File: src/rtl/cxi_pkg.sv
package cxi_pkg;
  localparam int INSTR_W = 32;
  localparam logic [6:0] OPC_CUSTOM0 = 7'b0001011;

  typedef struct packed {
    logic [6:0] funct7;
    logic [4:0] rs2;
    logic [4:0] rs1;
    logic [2:0] funct3;
    logic [4:0] rd;
    logic [6:0] opcode;
  } rtype_t;
endpackage

File: src/rtl/cxi_decode.sv
module cxi_decode
  import cxi_pkg::*;
(
  input  logic [INSTR_W-1:0] word,
  output rtype_t             fields,
  output logic               is_custom
);
  always_comb begin
    fields    = rtype_t'(word);
    is_custom = (fields.opcode == OPC_CUSTOM0);
  end
endmodule

File: src/rtl/cxi_seq.sv
module cxi_seq #(
  parameter int DATA_W = 32,
  parameter int RA_W   = 5
) (
  input  logic              clk,
  input  logic              rst,
  input  logic              issue,
  input  logic              reject,
  input  logic [2:0]        f3,
  input  logic [6:0]        f7,
  input  logic [RA_W-1:0]   rd,
  input  logic [DATA_W-1:0] op_a,
  input  logic [DATA_W-1:0] op_b,
  input  logic              done,
  input  logic [DATA_W-1:0] result,
  output logic              start,
  output logic              busy,
  output logic [2:0]        f3_q,
  output logic [6:0]        f7_q,
  output logic [DATA_W-1:0] op_a_q,
  output logic [DATA_W-1:0] op_b_q,
  output logic              illegal,
  output logic              we,
  output logic [RA_W-1:0]   waddr,
  output logic [DATA_W-1:0] wdata
);
  logic [RA_W-1:0] rd_q;
  logic            finish;

  assign finish = busy && done;

  always_ff @(posedge clk) begin
    if (rst) begin
      start   <= 1'b0;
      busy    <= 1'b0;
      illegal <= 1'b0;
      we      <= 1'b0;
      f3_q    <= '0;
      f7_q    <= '0;
      op_a_q  <= '0;
      op_b_q  <= '0;
      rd_q    <= '0;
      waddr   <= '0;
      wdata   <= '0;
    end else begin
      start   <= issue;
      illegal <= reject;
      we      <= finish && (rd_q != '0);
      if (issue) begin
        busy   <= 1'b1;
        f3_q   <= f3;
        f7_q   <= f7;
        op_a_q <= op_a;
        op_b_q <= op_b;
        rd_q   <= rd;
      end else if (finish) begin
        busy <= 1'b0;
      end
      if (finish) begin
        waddr <= rd_q;
        wdata <= result;
      end
    end
  end
endmodule

File: src/rtl/cxi_irq_hold.sv
module cxi_irq_hold (
  input  logic clk,
  input  logic rst,
  input  logic irq_req,
  input  logic busy,
  output logic pending,
  output logic take
);
  logic accept;

  assign accept = pending && !busy;

  always_ff @(posedge clk) begin
    if (rst) begin
      pending <= 1'b0;
      take    <= 1'b0;
    end else begin
      pending <= irq_req || (pending && !accept);
      take    <= accept;
    end
  end
endmodule

File: src/rtl/cxi_dispatch.sv
module cxi_dispatch
  import cxi_pkg::*;
#(
  parameter int DATA_W = 32,
  parameter int RA_W   = 5
) (
  input  logic              clk,
  input  logic              rst,
  input  logic              ext_enable,
  input  logic              instr_valid,
  input  logic [31:0]       instr_word,
  output logic              issue_ready,
  output logic [RA_W-1:0]   src1_addr,
  output logic [RA_W-1:0]   src2_addr,
  input  logic [DATA_W-1:0] rs1_data,
  input  logic [DATA_W-1:0] rs2_data,
  output logic              stall,
  output logic              cfu_start,
  output logic [2:0]        cfu_funct3,
  output logic [6:0]        cfu_funct7,
  output logic [DATA_W-1:0] cfu_op_a,
  output logic [DATA_W-1:0] cfu_op_b,
  input  logic              cfu_done,
  input  logic [DATA_W-1:0] cfu_result,
  output logic              illegal_instr,
  output logic              rf_we,
  output logic [RA_W-1:0]   rf_waddr,
  output logic [DATA_W-1:0] rf_wdata,
  input  logic              irq_req,
  output logic              irq_pending,
  output logic              irq_take
);
  rtype_t fld;
  logic   is_custom;
  logic   accept;
  logic   busy;

  cxi_decode u_dec (
    .word      (instr_word),
    .fields    (fld),
    .is_custom (is_custom)
  );

  assign issue_ready = !busy && !irq_pending;
  assign accept      = instr_valid && issue_ready && is_custom;
  assign src1_addr   = fld.rs1;
  assign src2_addr   = fld.rs2;
  assign stall       = busy;

  cxi_seq #(.DATA_W(DATA_W), .RA_W(RA_W)) u_seq (
    .clk     (clk),
    .rst     (rst),
    .issue   (accept && ext_enable),
    .reject  (accept && !ext_enable),
    .f3      (fld.funct3),
    .f7      (fld.funct7),
    .rd      (fld.rd),
    .op_a    (rs1_data),
    .op_b    (rs2_data),
    .done    (cfu_done),
    .result  (cfu_result),
    .start   (cfu_start),
    .busy    (busy),
    .f3_q    (cfu_funct3),
    .f7_q    (cfu_funct7),
    .op_a_q  (cfu_op_a),
    .op_b_q  (cfu_op_b),
    .illegal (illegal_instr),
    .we      (rf_we),
    .waddr   (rf_waddr),
    .wdata   (rf_wdata)
  );

  cxi_irq_hold u_irq (
    .clk     (clk),
    .rst     (rst),
    .irq_req (irq_req),
    .busy    (busy),
    .pending (irq_pending),
    .take    (irq_take)
  );
endmodule

File: config.mk
export PLATFORM = sky130hd
export DESIGN_NAME = cxi_dispatch
export DESIGN_NICKNAME = d
export VERILOG_FILES = /design/src/rtl/cxi_pkg.sv /design/src/rtl/cxi_decode.sv /design/src/rtl/cxi_seq.sv /design/src/rtl/cxi_irq_hold.sv /design/src/rtl/cxi_dispatch.sv
export SDC_FILE = /design/constraint.sdc
export NUM_CORES = 1
export LEC_CHECK = 0
export ABC_AREA = 1
export ABC_CLOCK_PERIOD_IN_PS = 1420
export BUFFER_PORTS_ARGS = -buffer_cell sky130_fd_sc_hd__clkbuf_2
export CORE_ASPECT_RATIO = 1.2
export CORE_UTILIZATION = 40
export CTS_CLUSTER_DIAMETER = 120
export CTS_CLUSTER_SIZE = 8
export DETAILED_ROUTE_END_ITERATION = 10
export PLACE_DENSITY = 0.75
export SYNTH_ARGS = -nofsm -noshare
export SYNTH_HDL_FRONTEND = slang
export SYNTH_HIERARCHICAL = 1
export SYNTH_SLANG_ARGS = --single-unit
File: constraint.sdc
create_clock -name clk -period 1.42 [get_ports clk]
set_input_delay 0.213 -clock clk [delete_from_list [all_inputs] [get_ports clk]]
set_output_delay 0.213 -clock clk [all_outputs]
set_load 0.01 [all_outputs]
# == Word level (Yosys, flattened, before mapping) ==
# Index checks and enable logic that the tools add are counted.
# classes
n_eq_ne,1
n_mux,2
n_reduce_logical,16
# ops
cell,count
logical AND 1 bit,9
"== test 7 x 4 -> 1 bit, second input constant",1
nonzero test 5 bit,1
zero test 1 bit,4
2-to-1 mux 1 bit,2
nonzero test 2 bit,1
logical OR 1 bit,1
# word_totals
ff_bits,122
in_bits,134
output_inout_bits,128
word_cells,32

# == Logic depth before layout (Yosys ltp) ==
# Gate-level depths: netlist of run 1.
# depth
word_depth,6
mapped_depth,14
depth_no_buf,11

# == By module ==
# The synthesis of run 1 kept the hierarchy.
# by_module_without_submodules
module,instances,cells_each,area_each_um2,seq_area_each_um2
cxi_seq,1,526,4302.9,2402.3
cxi_decode,1,39,266.5,0.0
cxi_irq_hold,1,8,68.8,40.0
cxi_dispatch,1,7,28.8,0.0

# == Worst setup path after synthesis of run 1 ==
# Ideal clock, no wire load.
# synth_path
kind,register to register
start,register u_seq.busy
end,register u_seq.rd_q[2]
setup_time_ps,116
arrival_ps,1294
required_ps,1304
slack_ps,10
path_stages_with_launch,10
path_buffers,3
synth_period_minus_slack_ps,1410
cell_sequence,dfxtp_1 > nor2_2 > nand2_1 > nor2_1 > buf_6 > buf_6 > inv_12 > buf_8 > nor2_2 > nor2_1
# synth_via
elab_chain_cells,5
# synth_lines
item,line,rtl
from (decl),cxi_seq.sv:17,"output logic busy,"
from (signal assigned),cxi_seq.sv:35,busy <= 1'b0;
from (signal assigned),cxi_seq.sv:50,busy <= 1'b1;
from (signal assigned),cxi_seq.sv:57,busy <= 1'b0;
zero test 1 bit,cxi_dispatch.sv:44,assign issue_ready = !busy && !irq_pending;
logical AND 1 bit,cxi_dispatch.sv:44,
net issue_ready,cxi_dispatch.sv:12,"output logic issue_ready,"
logical AND 1 bit (2 in series),cxi_dispatch.sv:45,assign accept = instr_valid && issue_ready && is_custom;
logical AND 1 bit,cxi_dispatch.sv:53,".issue (accept && ext_enable),"
to (signal assigned),cxi_seq.sv:55,rd_q <= rd;
to (decl),cxi_seq.sv:27,logic [RA_W-1:0] rd_q;
# The timed path passes the listed nets, and every way through them passes these cells.
# A chain may end at the register's enable or synchronous reset.

# == Final worst setup path of run 1 ==
# layout_path
start,register u_seq.busy
end,register u_seq.op_a_q[28]
# layout_via
elab_chain_cells,5
# layout_lines
item,line,rtl
zero test 1 bit,cxi_dispatch.sv:44,
logical AND 1 bit,cxi_dispatch.sv:44,
logical AND 1 bit (2 in series),cxi_dispatch.sv:45,
logical AND 1 bit,cxi_dispatch.sv:53,
to (signal assigned),cxi_seq.sv:53,op_a_q <= op_a;
to (decl),cxi_seq.sv:20,"output logic [DATA_W-1:0] op_a_q,"
# Every way passes these cells.

==> key figures, run 1 <==
Status
  – Outcome: complete, no violations

Critical path
  – Launch instance of the worst register-to-register path: u_seq/busy
  – WS Path Type: reg2reg
  – R2r setup slk: 0.09 ns
  – WP data arrival: 1.66 ns
  – Worst setup SP type: register
  – Launch point of the worst path: u_seq/busy
  – Crit. End Element: register
  – Critical path peak fanout: 37
  – Depth of the worst register-to-register path: 7
  – End of the worst register-to-register path: u_seq/op_a_q[28]
  – CP Capture Point: u_seq/op_a_q[28]
  – Required @ worst endpoint: 1.75 ns

Timing
  – Setup TNS Final: 0 ns
  – Number of failing hold endpoints at the final stage: 0
  – Unrepaired setup endpoints after global routing: true
  – Final critical-path setup slack: 0.0874 ns
  – Top achievable clock speed: 750 MHz
  – Measured slew at the worst slew-check pin: 0.436 ns
  – Max-slew violations: 0
  – Max Clock Skew: 0.00796 ns
  – Setup violators final: 0
  – Worst-case headroom to the max-slew limit: 0.709
  – Tmin final: 1.33 ns
  – Final period utilization: 0.938

Power
  – Sw Ratio: 0.205
  – Clock power share: 0.553
  – Total Power: 8350 uW
  – Share of total power in sequential cells: 0.411
  – Share of total power in combinational logic: 0.036
  – Psw: 1720 uW
  – Pwr dens: 1300 nW/um^2
  – Leak: 0.00318 uW
  – Internal Pwr Total: 6640 uW
  – IR Drop Worst-Case VDD: 0.000672 V

Place
  – Standard cell area after detailed placement: 5720 sq um
  – Final weighted congestion in routability-driven placement: 0.740
  – DPL Wire Length: 8080 microns
  – Buffers added on ports: 241
  – Placed cell count: 916
  – Post-placement worst setup slack: -0.0630 ns

Clock tree
  – Total clock buffers created by CTS: 17
  – Number of buffers between clock root and the deepest sink: 2
  – Worst-Skew Late Latency: 0.40 ns
  – Clock tree from TritonCTS: yes
  – CTS Root Buffer Type: sky130_fd_sc_hd__clkbuf_16
  – Clk sinks: 122
  – Clock transition at the registers of the reported paths: 0.06 ns
  – Buffers inserted by post-CTS timing repair: 0
  – Maximum level of the CTS H-tree: 4

Synth
  – Mapped Cells: 573
  – Mean Syn Cell Area: 8.05 sq um
  – Post-synth design cell area: 4610 sq um
  – Warnings, synthesis: 6
  – Syn nets: 707

Final layout
  – Final antenna diode count: 0
  – Final-stage net count: 917
  – Layout fillers: 1102
  – Commonest non-fill, non-tap cells in the layout: 241 x sky130_fd_sc_hd__clkbuf_2, 157 x sky130_fd_sc_hd__nor2_1, 121 x sky130_fd_sc_hd__dfxtp_1, 76 x sky130_fd_sc_hd__o21ai_0, 47 x sky130_fd_sc_hd__nand2_1
  – Area of the multi-input gates: 1640 sq um
  – Fraction of final layout cells with drive strength greater than 1: 0.386
  – Growth of design area from synthesis to finish: 39.1%
  – Design Area, Final: 6420 sq um
  – Sequential cell area: 2440 sq um
  – Final Non-Filler Cells: 950
  – Commonest non-fill, non-tap cell in the layout: sky130_fd_sc_hd__clkbuf_2

Floorplanning
  – CORE AREA: 11100 sq um
  – Die Area: 12000 sq um
  – Initial core utilization: 0.414
  – Number of standard-cell rows in the floorplan: 42
  – Vertical die dimension: 120 microns
  – Die Wd: 100 microns
  – Number of top-level design ports: 262

Route
  – Total routed wirelength: 11900 microns
  – Vias per Instance: 4.67
  – Iteration-0 DRC Markers: 141
  – Met3 wire length: 1100 microns
  – Detail-routed net length per standard cell: 12.5 microns
  – Met1 Routed Length: 5080 microns
  – Highest metal layer with signal wires: met4
  – Total vias in the final route: 4441
  – Remaining design rule violation count: 0
  – Remaining number of nets flagged by the antenna check after routing: 0
  – Total length of routed met2 wires: 5570 microns
  – Pre-antenna DRT Iters: 4

Global route
  – Overall global routing resource usage: 0.196
  – Via count of the first global-routing pass: 4099
  – Maximum number of pins on one net before global-route repair: 82
  – Number of antenna violations at the first check in global routing: 0
  – Global-route wire length before repair: 18700 microns
  – Global-route congestion overflow total: 0

Worst hold path
  – Worst hold path type: in2reg

Run
  – Number of max-cap violations: 0
==> power by group through the flow <==
stage,sequential (uW),combinational [uW],clock (uW)
after floorplan,3510,148,0
after global placement,3510,297,0
after detailed placement,3510,297,0
after CTS,3430,301,4720
after global routing,3430,327,4890
final,3430,297,4620
==> stage by stage <==
| stage | util | hold slack [ns] |
|---|---|---|
| after floorplan | - | 0.323 |
| after global placement | 0.514 | 0.412 |
| after detailed placement | 0.514 | 0.416 |
| after CTS | 0.574 | 0.0165 |
| after global routing | 0.576 | 0.0231 |
| final | 0.576 | 0.0341 |
==> critical path, stage by stage, from the launching register on <==
cell and delay (ns):
sky130_fd_sc_hd__dfxtp_2 0.36, sky130_fd_sc_hd__nor2_2 0.12, sky130_fd_sc_hd__nand2_1 0.11, sky130_fd_sc_hd__nor2_4 0.11, sky130_fd_sc_hd__buf_12 0.15, sky130_fd_sc_hd__buf_12 0.18
sky130_fd_sc_hd__o21ai_0 0.11, sky130_fd_sc_hd__nor2_1 0.11
==> flip-flops by register name, summed over array words and instances, names as in the netlist, 3 cells and up <==
| name | count |
|---|---|
| u_seq/f7_q | 7 |
| u_seq/f3_q | 3 |
| u_seq/op_b_q | 32 |
| u_seq/rd_q | 5 |
| u_seq/wdata | 32 |
| u_seq/waddr | 5 |
| u_seq/op_a_q | 32 |
==> timing repair <==
item,4_1_cts,5_1_grt
setup endpoints to repair,1,2
hold buffers,1,0
endpoints found under the hold margin,1,0
cloned,0,1
gates resized for setup,3,2
==> per-layer routing <==
layer	vias to the layer above	track usage
met4	0	0.0679
met5	-	0
met3	11	0.0786
met1	1992	0.229
li1	2243	-
met2	195	0.325
==> layout make-up <==
| type | instances | area share |
|---|---|---|
| Sequential cell | 122 | 0.381 |
| Multi-Input combinational cell | 374 | 0.255 |
| Timing Repair Buffer | 258 | 0.225 |
| Clock buffer | 19 | 0.0706 |
| Tap cell | 154 | 0.0300 |
| Clock inverter | 13 | 0.0298 |
| Inverter | 10 | 0.00916 |
==> worst min-delay path by stage <==
| stage | startpoint | end | cells after the start | slack, ns |
|---|---|---|---|---|
| 6_report | instr_word[30] | u_seq/f7_q[5] | 3 | 0.03 |
| 5_1_grt | rs2_data[17] | u_seq/op_b_q[17] | 3 | 0.02 |
| 4_1_cts | instr_word[28] | u_seq/f7_q[3] | 3 | 0.02 |
| 3_5_place_dp | irq_req | u_irq/pending | 3 | 0.42 |
| 3_3_place_gp | irq_req | u_irq/pending | 3 | 0.41 |
| 2_1_floorplan | irq_req | u_irq/pending | 2 | 0.32 |
(Power assumes the default switching activity.)
==> run 2, diff against run 1 <==
- PLACE_DENSITY: 0.75 -> 0.76
==> run 2 against run 1 <==
Net effect:
- combinational power is 3% lower
- largest power group unchanged
- sequential power about the same
- total power shrank 1.4%
- wire length fell by 0.29%
- die area stayed put
- final area up 0.55%
- highest routed layer is now met5
- core utilization up 0.31 points
- critical path type unchanged
- largest cell class unchanged
==> key figures, run 2 (same netlist as run 1, synthesis figures left out) <==
Timing
  – Measured slew at the worst slew-check pin: 0.472 ns (+0.0355 ns)
  – Worst-case headroom to the max-slew limit: 0.685 (-0.0237)
  – Hold_ws: 0.0267 ns (-0.00736 ns)
  – Top achievable clock speed: 733 MHz (-2.4%)
  – Max-slew violations: 0 (unchanged)
  – Final critical-path setup slack: 0.0548 ns (-0.0326 ns)
  – Max Clock Skew: 0.00746 ns (-0.000503 ns)
  – Number of failing hold endpoints at the final stage: 0 (unchanged)
  – Tmin final: 1.37 ns (+0.0326 ns)
  – Final period utilization: 0.961 (+0.0229)
  – Setup violators final: 0 (unchanged)

Global route
  – Overall global routing resource usage: 0.193 (-0.00303)
  – Global-route wire length before repair: 18600 microns (-0.45%)
  – Number of antenna violations at the first check in global routing: 1 (+1)
  – Via count of the first global-routing pass: 4090 (-0.22%)
  – Global-route congestion overflow total: 0 (unchanged)
  – Maximum number of pins on one net before global-route repair: 82 (unchanged)

Route
  – Pre-antenna DRT Iters: 4 (unchanged)
  – Iteration-0 DRC Markers: 151 (+7.1%)
  – Detail-routed net length per standard cell: 12.4 microns (-0.91%)
  – Remaining number of nets flagged by the antenna check after routing: 0 (unchanged)
  – Total vias in the final route: 4433 (-0.18%)
  – Total routed wirelength: 11900 microns (-0.29%)
  – Remaining design rule violation count: 0 (unchanged)
  – Vias per Instance: 4.64 (-0.81%)

Floorplanning
  – Number of standard-cell rows in the floorplan: 42 (unchanged)
  – Number of top-level design ports: 262 (unchanged)
  – Initial core utilization: 0.414 (unchanged)
  – Die Wd: 100 microns (unchanged)
  – Die Area: 12000 sq um (unchanged)
  – CORE AREA: 11100 sq um (unchanged)
  – Vertical die dimension: 120 microns (unchanged)

Power
  – IR Drop Worst-Case VDD: 0.000763 V (+14%)
  – Psw: 1720 uW (+0.30%)
  – Internal Pwr Total: 6520 uW (-1.8%)
  – Share of total power in combinational logic: 0.035 (about the same)
  – Clock power share: 0.548 (-0.005)
  – Pwr dens: 1280 nW/um^2 (-1.9%)
  – Share of total power in sequential cells: 0.417 (+0.006)
  – Leak: 0.00319 uW (+0.23%)
  – Sw Ratio: 0.209 (+0.00348)

Place
  – Post-placement worst setup slack: -0.0628 ns (+0.000216 ns)
  – Final weighted congestion in routability-driven placement: 0.779 (+5.2%)
  – DPL Wire Length: 8080 microns (about the same)
  – Buffers added on ports: 241 (unchanged)

Worst hold path
  – Worst hold path type: in2reg
  – Hold Crit Depth: 3 (unchanged)

Critical path
  – Critical path peak fanout: 81 (+120%)
  – Crit. End Element: register
  – Required @ worst endpoint: 1.71 ns (-0.04 ns)
  – Worst setup SP type: register
  – WP data arrival: 1.66 ns (about the same)
  – Depth of the worst register-to-register path: 7 (unchanged)
  – WS Path Type: reg2reg

Clock tree
  – Clock tree from TritonCTS: yes
  – Maximum level of the CTS H-tree: 4 (unchanged)
  – Clock transition at the registers of the reported paths: 0.06 ns (about the same)
  – Worst-Skew Late Latency: 0.41 ns (about the same)
  – Total clock buffers created by CTS: 17 (unchanged)
  – Number of buffers between clock root and the deepest sink: 2 (unchanged)
  – CTS Root Buffer Type: sky130_fd_sc_hd__clkbuf_16
  – Clk sinks: 122 (unchanged)

Final layout
  – Post-Route Utilization: 0.579 (+0.00314)
  – Final antenna diode count: 0 (unchanged)
  – Commonest non-fill, non-tap cell in the layout: sky130_fd_sc_hd__clkbuf_2
  – Fraction of final layout cells with drive strength greater than 1: 0.394 (+0.00834)
  – Commonest non-fill, non-tap cells in the layout: 241 x sky130_fd_sc_hd__clkbuf_2, 156 x sky130_fd_sc_hd__nor2_1, 120 x sky130_fd_sc_hd__dfxtp_1, 76 x sky130_fd_sc_hd__o21ai_0, 46 x sky130_fd_sc_hd__nand2_1
  – Layout fillers: 1052 (-4.5%)
  – Final-stage net count: 923 (+0.65%)
  – Largest registers: u_seq/op_a_q: 32 flops, u_seq/op_b_q: 32 flops, u_seq/wdata: 32 flops
  – Growth of design area from synthesis to finish: 39.9%

Status
  – Outcome: complete, no violations

Run
  – Number of max-cap violations: 0 (unchanged)
[run 2: cell types whose count changed in the layout (fill, tap and decap cells not counted), sizes merged]
| cell | delta |
|---|---|
| buf | +6 |
| clkbuf | -2 |
| clkinv | -1 |
| clkinvlp | +4 |
| inv | -1 |
[run 2: final timing paths]
path             startpoint          endpoint  slack [ns]
min reg2reg  u_seq/waddr[2]    u_seq/waddr[2]        0.46
min            rs1_data[10]  u_seq/op_a_q[10]        0.03
max              u_seq/busy   u_seq/op_a_q[7]        0.05
max reg2reg      u_seq/busy   u_seq/op_a_q[7]        0.05
[run 2: repair_timing]
| item | 4_1_cts | 5_1_grt |
|---|---|---|
| cloned | 0 | 1 |
| setup buffers | 0 | 3 |
| resized for setup | 1 | 11 |
| endpoints found under the setup margin | 1 | 37 |
| pin swaps | 0 | 5 |
| hold buffers | 1 | 0 |
| endpoints found under the hold margin | 1 | 0 |
[run 2: power by group through the flow]
stage,Sequential [uW],Clock (uW),Combinational (uW)
after global placement,3510,0,284
after floorplan,3510,0,148
final,3440,4520,288
after global routing,3440,4780,317
after detailed placement,3510,0,283
after CTS,3440,4610,287
[run 2: cell type report]
class	instances	area, sq um	share of cell area
Clock buffer	17	425	0.0659
Multi-Input combinational cell	374	1650	0.255
Sequential cell	122	2440	0.379
Tap cell	154	193	0.0299
Inverter	10	58.8	0.00911
Timing Repair Buffer	264	1480	0.230
Clock inverter	15	200	0.0310
[run 2: critical path: stages (launching register included)]
cell and delay (ns):
sky130_fd_sc_hd__dfxtp_2 0.34, sky130_fd_sc_hd__nor2_4 0.12, sky130_fd_sc_hd__nand2_2 0.08, sky130_fd_sc_hd__nor2_4 0.17, sky130_fd_sc_hd__buf_12 0.19, sky130_fd_sc_hd__inv_16 0.11, sky130_fd_sc_hd__nor2_1 0.15, sky130_fd_sc_hd__nor2_1 0.06
[run 2: layer usage]
layer | part of all wire | global-route usage | wire length [microns]
met4 | 0.020 | 0.0788 | 233
met1 | 0.41 | 0.214 | 4890
met2 | 0.47 | 0.320 | 5550
met3 | 0.098 | 0.0879 | 1160
met5 | 0.0011 | 0 | 13
[run 2: through the flow]
| stage | power [uW] | instance area (sq um) | setup TNS (ns) | cells |
|---|---|---|---|---|
| detailed placement | 3790 | 5730 | -2.36 | 920 |
| CTS | 8340 | 6360 | 0 | 952 |
| finish | 8240 | 6450 | 0 | 956 |
| global route | 8530 | 6450 | -0.107 | 956 |
| floorplan | 3660 | 4610 | 0 | 573 |
| global placement | 3790 | 5730 | -1.52 | 920 |
